[src/rtl/psd_pkg.sv]
// Package: shared defaults and the modulus-select encoding for the
// pulse-swallow divider. Assumes nothing beyond IEEE 1800-2017.
package psd_pkg;
    localparam int DEF_P  = 8;
    localparam int DEF_AW = 4;
    localparam int DEF_BW = 8;

    // Modulus selected in the prescaler: low -> P, high -> P+1.
    typedef enum logic {
        MOD_BASE  = 1'b0,
        MOD_SWALL = 1'b1
    } modsel_e;
endpackage

[src/rtl/psd_prescaler.sv]
// Module: dual-modulus prescaler model. Counts input clocks and raises
// tc on the last clock of each prescaler cycle. A cycle lasts P clocks when
// sel_hi is low and P+1 clocks when it is high.
// Assumes: sel_hi only changes on a tc edge; P >= 2.
module psd_prescaler
    import psd_pkg::*;
#(
    parameter int P = DEF_P
) (
    input  logic clk,
    input  logic rst_n,
    input  logic sel_hi,
    output logic tc
);
    localparam int PC_W = $clog2(P + 1);
    localparam logic [PC_W-1:0] LAST_BASE  = PC_W'(P - 1);
    localparam logic [PC_W-1:0] LAST_SWALL = PC_W'(P);

    logic [PC_W-1:0] pc_q;
    modsel_e         mode;

    // Purpose: map the raw select line onto the modulus encoding.
    assign mode = modsel_e'(sel_hi);

    // Purpose: flag the final clock of the current prescaler cycle.
    always_comb begin
        if (mode == MOD_SWALL) tc = (pc_q == LAST_SWALL);
        else                   tc = (pc_q == LAST_BASE);
    end

    // Purpose: count input clocks inside one prescaler cycle.
    always_ff @(posedge clk) begin
        if (!rst_n)  pc_q <= '0;
        else if (tc) pc_q <= '0;
        else         pc_q <= pc_q + PC_W'(1);
    end

    // the phase counter never passes the larger terminal value.
    p_count_bound_r2: assert property (@(posedge clk) disable iff (!rst_n)
        pc_q <= LAST_SWALL);

    // the modulus select from the swallow counter holds inside a cycle.
    p_sel_steady_r4: assert property (@(posedge clk) disable iff (!rst_n)
        !tc |=> $stable(sel_hi));
endmodule

[src/rtl/psd_ratio_gate.sv]
// Module: range check and clamp for the programmed pair, plus the error
// flag that belongs to the period in progress.
// Assumes: BW > AW. Clamped values are taken by the counters on the same
// edge that the flag updates (reset or period end).
module psd_ratio_gate
    import psd_pkg::*;
#(
    parameter int AW = DEF_AW,
    parameter int BW = DEF_BW
) (
    input  logic          clk,
    input  logic          rst_n,
    input  logic [AW-1:0] a_in,
    input  logic [BW-1:0] b_in,
    input  logic          period_end,
    output logic [AW-1:0] a_ok,
    output logic [BW-1:0] b_ok,
    output logic          err_q
);
    logic [BW-1:0] a_wide;
    logic          b_zero;
    logic          a_over;

    // Purpose: widen A so it can be compared against B.
    assign a_wide = {{(BW-AW){1'b0}}, a_in};

    // Purpose: force B to at least one and A to at most B.
    always_comb begin
        b_zero = (b_in == '0);
        b_ok   = b_zero ? BW'(1) : b_in;
        a_over = (a_wide > b_ok);
        a_ok   = a_over ? b_ok[AW-1:0] : a_in;
    end

    // Purpose: record whether the accepted pair needed clamping.
    always_ff @(posedge clk) begin
        if (!rst_n || period_end) err_q <= b_zero | a_over;
    end

    // the flag only moves at a period boundary.
    p_err_hold_r10: assert property (@(posedge clk) disable iff (!rst_n)
        !period_end |=> $stable(err_q));
endmodule

[src/rtl/psd_swallow_ctr.sv]
// Module: swallow (A) and main (B) counters. Advanced by the prescaler
// terminal pulse, they choose the modulus and close each period.
// Assumes: loaded values satisfy 1 <= B and A <= B (ensured by the gate).
module psd_swallow_ctr
    import psd_pkg::*;
#(
    parameter int AW = DEF_AW,
    parameter int BW = DEF_BW
) (
    input  logic          clk,
    input  logic          rst_n,
    input  logic          tc,
    input  logic [AW-1:0] a_ld,
    input  logic [BW-1:0] b_ld,
    output logic          sel_hi,
    output logic          period_end,
    output logic          div_q
);
    logic [AW-1:0] a_cnt;
    logic [BW-1:0] b_cnt;

    // Purpose: keep the larger modulus while swallows remain.
    assign sel_hi     = (a_cnt != '0);
    // Purpose: last prescaler cycle of the period is finishing.
    assign period_end = tc && (b_cnt == BW'(1));

    // Purpose: reload at reset or period end, else step on prescaler cycles.
    always_ff @(posedge clk) begin
        if (!rst_n || period_end) begin
            a_cnt <= a_ld;
            b_cnt <= b_ld;
        end else if (tc) begin
            b_cnt <= b_cnt - BW'(1);
            if (a_cnt != '0) a_cnt <= a_cnt - AW'(1);
        end
    end

    // Purpose: register one output pulse per period.
    always_ff @(posedge clk) begin
        if (!rst_n) div_q <= 1'b0;
        else        div_q <= period_end;
    end

    // the swallow count never exceeds the remaining main count.
    p_a_not_above_b_r8: assert property (@(posedge clk) disable iff (!rst_n)
        {{(BW-AW){1'b0}}, a_cnt} <= b_cnt);

    // the main counter never holds zero.
    p_b_nonzero_r9: assert property (@(posedge clk) disable iff (!rst_n)
        b_cnt != '0);

    // the output pulse lasts a single clock.
    p_single_pulse_r3: assert property (@(posedge clk) disable iff (!rst_n)
        div_q |=> !div_q);

    // once swallowing ends it stays ended until the boundary.
    p_swallow_first_r4: assert property (@(posedge clk) disable iff (!rst_n)
        (a_cnt == '0 && !period_end) |=> (a_cnt == '0));
endmodule

[src/rtl/pulse_swallow_div.sv]
// Module: pulse-swallow programmable divider, ratio B*P + A. Connects the
// prescaler model, the ratio gate and the A/B counters.
// Assumes: counts arrive synchronous to clk; the block takes them at the
// last edge of a period (or during reset).
module pulse_swallow_div
    import psd_pkg::*;
#(
    parameter int P  = DEF_P,
    parameter int AW = DEF_AW,
    parameter int BW = DEF_BW
) (
    input  logic          clk,
    input  logic          rst_n,
    input  logic [AW-1:0] swallow_a,
    input  logic [BW-1:0] main_b,
    output logic          div_out,
    output logic          mod_ctl,
    output logic          ratio_err
);
    logic          tc;
    logic          sel_hi;
    logic          period_end;
    logic [AW-1:0] a_ok;
    logic [BW-1:0] b_ok;

    psd_prescaler #(.P(P)) u_pre (
        .clk    (clk),
        .rst_n  (rst_n),
        .sel_hi (sel_hi),
        .tc     (tc)
    );

    psd_ratio_gate #(.AW(AW), .BW(BW)) u_gate (
        .clk        (clk),
        .rst_n      (rst_n),
        .a_in       (swallow_a),
        .b_in       (main_b),
        .period_end (period_end),
        .a_ok       (a_ok),
        .b_ok       (b_ok),
        .err_q      (ratio_err)
    );

    psd_swallow_ctr #(.AW(AW), .BW(BW)) u_ctr (
        .clk        (clk),
        .rst_n      (rst_n),
        .tc         (tc),
        .a_ld       (a_ok),
        .b_ld       (b_ok),
        .sel_hi     (sel_hi),
        .period_end (period_end),
        .div_q      (div_out)
    );

    // Purpose: expose the modulus select to the prescaler pin.
    assign mod_ctl = sel_hi;
endmodule

[config.mk]
export PLATFORM = sky130hd
export DESIGN_NAME = pulse_swallow_div
export DESIGN_NICKNAME = d
export VERILOG_FILES = /design/src/rtl/psd_pkg.sv /design/src/rtl/psd_prescaler.sv /design/src/rtl/psd_ratio_gate.sv /design/src/rtl/psd_swallow_ctr.sv /design/src/rtl/pulse_swallow_div.sv
export SDC_FILE = /design/constraint.sdc
export NUM_CORES = 1
export LEC_CHECK = 0
export ABC_AREA = 0
export CAP_MARGIN = 15
export CORE_MARGIN = 5
export CORE_UTILIZATION = 30
export CTS_CLUSTER_DIAMETER = 30
export DETAILED_ROUTE_END_ITERATION = 16
export GPL_TIMING_DRIVEN = 0
export PLACE_DENSITY_LB_ADDON = 0.3
export SYNTH_ARGS = -nofsm -noshare
export SYNTH_HDL_FRONTEND = slang
export SYNTH_SLANG_ARGS = --single-unit
[constraint.sdc]
create_clock -name clk -period 3 [get_ports clk]
set_input_delay 0.3 -clock clk [delete_from_list [all_inputs] [get_ports clk]]
set_output_delay 0.3 -clock clk [all_outputs]
set_load 0.01 [all_outputs]
# Word level (Yosys, flattened, before mapping)
# Index checks and enable logic that the tools add are counted.
[word_totals] register_bits=18 inputBits=14 out_inout_bits=3 elab_cells=31
[classes] n_addsub=3 order_cmp=1 eq_ne=3 mux=8 n_bitwise=2 reduce_logical=9
[op_table] op="two-way mux 8 bit" count=3
[op_table] op="two-way mux 4 bit" count=4
[op_table] op="== test 8 x 1 -> 1 bit (second input constant)" count=1
[op_table] op="> comparator 4 x 8 -> 1 bit" count=1
[op_table] op="zero test 8 bit" count=1
[op_table] op="subtractor 8 x 1 -> 8 bit (second input constant)" count=1
[op_table] op="adder 4 x 1 -> 4 bit (second input constant)" count=1
[op_table] op="== test 4 x 3 -> 1 bit (second input constant)" count=1
[op_table] op="== test 4 bit (second input constant)" count=1
[op_table] op="nonzero test 2 bit" count=2
[op_table] op="nonzero test 4 bit" count=1
[op_table] op="subtractor 4 x 1 -> 4 bit (second input constant)" count=1
[op_table] op="AND reduction 2 bit" count=1
[op_table] op="OR reduction 2 bit" count=1
[op_table] op="logical AND 1 bit" count=1
[op_table] op="zero test 1 bit" count=1
[op_table] op="logical OR 1 bit" count=1
[op_table] op="two-way mux 1 bit" count=1
[op_table] op="NOT 1 bit" count=1
[op_table] op="OR 1 bit" count=1

# Depth between registers and ports, before layout
[logic_depth] depth_word=6 ltp_mapped=9 depth_no_buf=9

# By module
# A second synthesis with hierarchy kept.
[hier_totals] hier_cells=121 hier_area_um2=1223.7
[by_module_without_submodules] mod="psd_swallow_ctr" instances=1 cells_each=72 area_each_um2=765.7 seq_area_each_um2=380.4
[by_module_without_submodules] mod="psd_ratio_gate" instances=1 cells_each=30 area_each_um2=274.0 seq_area_each_um2=30.0
[by_module_without_submodules] mod="psd_prescaler" instances=1 cells_each=19 area_each_um2=183.9 seq_area_each_um2=80.1

# Least setup slack after synthesis
# No wires, ideal clock.
[synth_timing] path_type="register to register" start="register u_ctr.a_cnt[0]" end="register u_ctr.b_cnt[5] (data pin)" setup_time_ps=260 t_arrival_ps=1963 t_required_ps=2740 slack_ps=776 stages_incl_launch_ff=9 path_buffers=1 period_less_slack_ps=2224 cell_sequence="edfxtp_1 inv_1 ha_1 or3b_4 nor3_1 o21ai_2 nand2_4 buf_8 mux2_4"
[synth_via] elab_chain_cells=5
[synth_lines] item="start: declaration" line_no="psd_swallow_ctr.sv:19" rtl="logic [AW-1:0] a_cnt;"
[synth_lines] item="start signal: assignment" line_no="psd_swallow_ctr.sv:30" rtl="a_cnt <= a_ld;"
[synth_lines] item="start signal: assignment" line_no="psd_swallow_ctr.sv:34" rtl="if (a_cnt != '0) a_cnt <= a_cnt - AW'(1);"
[synth_lines] item="nonzero test 4 bit" line_no="psd_swallow_ctr.sv:23" rtl="assign sel_hi = (a_cnt != '0);"
[synth_lines] item="named net mod_ctl" line_no="pulse_swallow_div.sv:17" rtl="output logic mod_ctl,"
[synth_lines] item="two-way mux 1 bit" line_no="psd_prescaler.sv:27" rtl="if (mode == MOD_SWALL) tc = (pc_q == LAST_SWALL);"
[synth_lines] item="logical AND 1 bit" line_no="psd_swallow_ctr.sv:25" rtl="assign period_end = tc && (b_cnt == BW'(1));"
[synth_lines] item="logical OR 1 bit" line_no="psd_swallow_ctr.sv:29" rtl="if (!rst_n || period_end) begin"
[synth_lines] item="two-way mux 8 bit" line_no="psd_swallow_ctr.sv:29"
[synth_lines] item="end signal: assignment" line_no="psd_swallow_ctr.sv:31" rtl="b_cnt <= b_ld;"
[synth_lines] item="end signal: assignment" line_no="psd_swallow_ctr.sv:33" rtl="b_cnt <= b_cnt - BW'(1);"
[synth_lines] item="end: declaration" line_no="psd_swallow_ctr.sv:20" rtl="logic [BW-1:0] b_cnt;"
# The timed path passes the listed nets, and every way through them passes these cells.
# A chain may end at the register's enable or synchronous reset.

# Worst setup path after layout
[layout_timing] start="input main_b[5]" end="register u_ctr.a_cnt[2] (data pin)"
[layout_via] elab_chain_cells=5
[layout_lines] item="start: declaration" line_no="pulse_swallow_div.sv:15" rtl="input logic [BW-1:0] main_b,"
[layout_lines] item="zero test 8 bit" line_no="psd_ratio_gate.sv:29" rtl="b_zero = (b_in == '0);"
[layout_lines] item="two-way mux 8 bit *" line_no="psd_ratio_gate.sv:30" rtl="b_ok = b_zero ? BW'(1) : b_in;"
[layout_lines] item="> comparator 4 x 8 -> 1 bit" line_no="psd_ratio_gate.sv:31" rtl="a_over = (a_wide > b_ok);"
[layout_lines] item="two-way mux 4 bit *" line_no="psd_ratio_gate.sv:32" rtl="a_ok = a_over ? b_ok[AW-1:0] : a_in;"
[layout_lines] item="two-way mux 4 bit *" line_no="psd_swallow_ctr.sv:29"
# Mark *: on every way between the ends. The rest lies on a longest branch, timed or not.

==> results.yml <==
die:
  initial_core_util: 0.308
  die_y_um: 71.3
  die_x_um: 71.3
  core_area_um2: 3660
  rows: 22
  dieArea_um2: 5080
  ios: 17
synthesis:
  synthCells: 98
  yosysSeqAreaShare: 0.436
  netlist.area_leader.share: 0.347
  syn_avg_cell_area_um2: 11.5
  synthesis.nets: 120
  synth_top_area_cell: "edfxtp_1"
  synth.area.top_cells: "edfxtp_1, mux2i_1, dfxtp_1, ha_1, xnor2_1"
  ys_types: 31
  synth-warning-count: 0
  synthesis.area_um2: 1130
  synth.ff_latch_count: 18
power:
  pwr-share-clk: 0.295
  ir_drop_uv: 118
  internal-power_uw: 445
  pwr-share-seq: 0.525
  finalPower_uw: 589
  leakagePower_uw: 0.000537
  powerDensity_nw_per_um2: 423
  combPwrFrac: 0.180
  p_sw_frac: 0.243
  p_sw_uw: 143
global_route:
  grt_max_degree: 13
  grt_pass1_wl_um: 3660
  grt_usage: 0.0917
  grt_antenna_before_repair: 0
  grt_pass1_vias: 819
  grt-ovfl-total: 0
worst_setup_path:
  startpoint_type: "primary input"
  worstPathRequired_ns: 3.00
  end_kind: "register"
  crit_buf_inv: 1
  slowest_delay_ns: 0.48
  rrSetupSlack_ns: 0.54
  critical_path_class: "in -> reg"
  crit_start: "main_b[5]"
  path_cells: "clkdlybuf4s50_1, nor4_1, nand4_1, nand2b_1, ha_1, nand4_1, nand2_1, a21oi_1, mux2i_1, mux2i_1"
  crit_family: "simple AND/OR/NAND/NOR gates"
  cp_slowest_cell: "a21oi_1"
  crit_fanout: 5
  reg2reg_from: "u_ctr.a_cnt[0]"
  crit_arrival_ns: 2.79
clock_tree:
  clkTransAtPathRegs_ns: 0.07
  h-tree-depth: 1
  post_cts_resized: 0
  clockBufferDepth: 2
  cts-root-buf: "clkbuf_8"
  cts_hold_buffers: 0
  clock-sinks: 18
  insertion_delay_ns: 0.25
  tritoncts: "done"
  numCtsBuffers: 3
  cts_setup_buffers: 0
timing:
  finalHoldWorstSlack_ns: 0.474
  max_freq_mhz: 358
  fin_crit_ns: 2.79
  worst_pin_slew_ns: 0.576
  grt_setup_unrepaired: "no"
  relSlewSlack: 0.616
  hold_violations: 0
  final-setup-viol-count: 0
  fin_tns_setup_ns: 0
  drv_slew: 0
  fin_worst_skew_ns: 0.00252
  period_share: 0.930
worst_hold_path:
  hold_path_class: "reg -> reg"
  min-delay-start: "u_pre.pc_q[0]"
layout:
  drive_gt1_frac: 0.119
  fin_nets: 141
  area_delta_synth_final_pct: 23.6
  insertedDiodeCount: 0
  final_area_um2: 1390
  layout.cells.non_filler: 166
drt:
  vias: 771
  drtPass1Iterations: 4
  drc_errors: 0
  wl_um: 2140
  vias_per_cell: 4.64
  drtIter0Drc: 50
  ant_nets: 0
  wl_per_cell_um: 12.9
flow_run:
  maxCapViolCount: 0
placed_design:
  dp_hpwl_um: 1740
  dp.cells: 162
  port_buffers: 16
  gp_congestion: 0.790
  placed_cell_area_um2: 1350
run_status:
  status: "complete, no violations"
[routing by layer]
layer / global-route usage / vias up / share of wire
li1: - / 391 / -
met1: 0.109 / 367 / 0.47
met2: 0.156 / 9 / 0.49
met3: 0.0281 / 4 / 0.031
met4: 0.0313 / 0 / 0.0084
met5: 0 / - / 0
[power groups by stage]
stage | sequential [µW] | combinational, µW | clock, µW
floorplan | 310 | 68.8 | 0
global placement | 313 | 104 | 0
detailed placement | 315 | 107 | 0
CTS | 309 | 108 | 178
global route | 311 | 120 | 191
finish | 309 | 106 | 174
[cell type report]
cell class	count	area, µm²
plain buffers	1	15.0
clock buffers	4	45.0
fillers	358	2270
inverters	10	37.5
multi-input cells	69	583
flip-flops and latches	18	490
well taps	48	60.1
repair buffers	16	160
[worst register-to-register path, delay by kind of cell (launching register included)]
| family | cells | cell delay, ns |
|---|---|---|
| adders and majority gates | 1 | 0.19 |
| AOI/OAI and AO/OA | 1 | 0.28 |
| buffers and inverters | 1 | 0.08 |
| DFF | 1 | 0.41 |
| and+or+nand+nor | 4 | 1.22 |
[stage by stage]
stage,utilization,setup slack [ns]
floorplan,-,0.776
global placement,0.368,-0.0745
detailed placement,0.368,-0.0742
CTS,0.380,0.194
global route,0.380,0.0198
finish,0.380,0.210
[kinds of logic (layout without fill, tap and decap cells)]
family / count (synthesis) / count (layout) / share of synthesized area
and+or+nand+nor: 28 / 28 / 0.163
DFF: 18 / 18 / 0.436
muxes: 15 / 15 / 0.141
buffers and inverters: 11 / 31 / 0.0467
xor gates and xnor gates: 10 / 10 / 0.0778
adders and majority gates: 8 / 8 / 0.0889
AOI/OAI and AO/OA: 8 / 8 / 0.0467
[placed cells by master (no fill, tap or decap), types with 2 or more instances in the layout]
| cell type | instances |
|---|---|
| a21oi_1 | 3 |
| dfxtp_1 | 5 |
| mux2i_1 | 11 |
| mux2_2 | 3 |
| clkbuf_8 | 3 |
| ha_1 | 8 |
| nor3_1 | 4 |
| edfxtp_1 | 13 |
| inv_1 | 10 |
| xor2_1 | 3 |
| nor2_1 | 7 |
| nor4_1 | 2 |
| nand2_1 | 3 |
| clkdlybuf4s50_1 | 16 |
| nand4_1 | 2 |
| xnor2_1 | 7 |
[path summary, 6_finish.rpt]
kind                                  endpoint  cells past startpoint
worst min-delay path             u_pre.pc_q[0]                      1
worst max-delay path            u_ctr.a_cnt[2]                     10
worst max register to register  u_ctr.a_cnt[1]                      7
worst min register to register   u_pre.pc_q[0]                      1
[cells in the mapped netlist]
cell type and number:
a21oi_1 3, nand2b_1 1, nor2b_1 1, buf_8 1, nor4_1 2, nand2_1 3, nor4b_1 1, nor2_1 7
mux2_2 3, mux2i_1 11, o21a_1 1, or3b_4 1, and3_4 1, nand3_1 1, xnor2_1 7, a31oi_1 1
o211ai_1 1, edfxtp_1 13, ha_1 8, or4_4 1, xor2_1 3, nor3_1 4, dfxtp_1 5, nand2_4 1
o21ai_2 1, inv_1 10, and3_1 1, nand4_1 2, mux2_4 1, nor4b_4 1, o21bai_1 1
[state kept, by name, summed over array words and instances (netlist names)]
| signal | flops |
|---|---|
| u_pre.pc_q | 4 |
| u_gate.err_q | 1 |
| u_ctr.a_cnt | 4 |
| u_ctr.div_q | 1 |
| u_ctr.b_cnt | 8 |
Note: power is estimated with default switching activity, not from simulation.
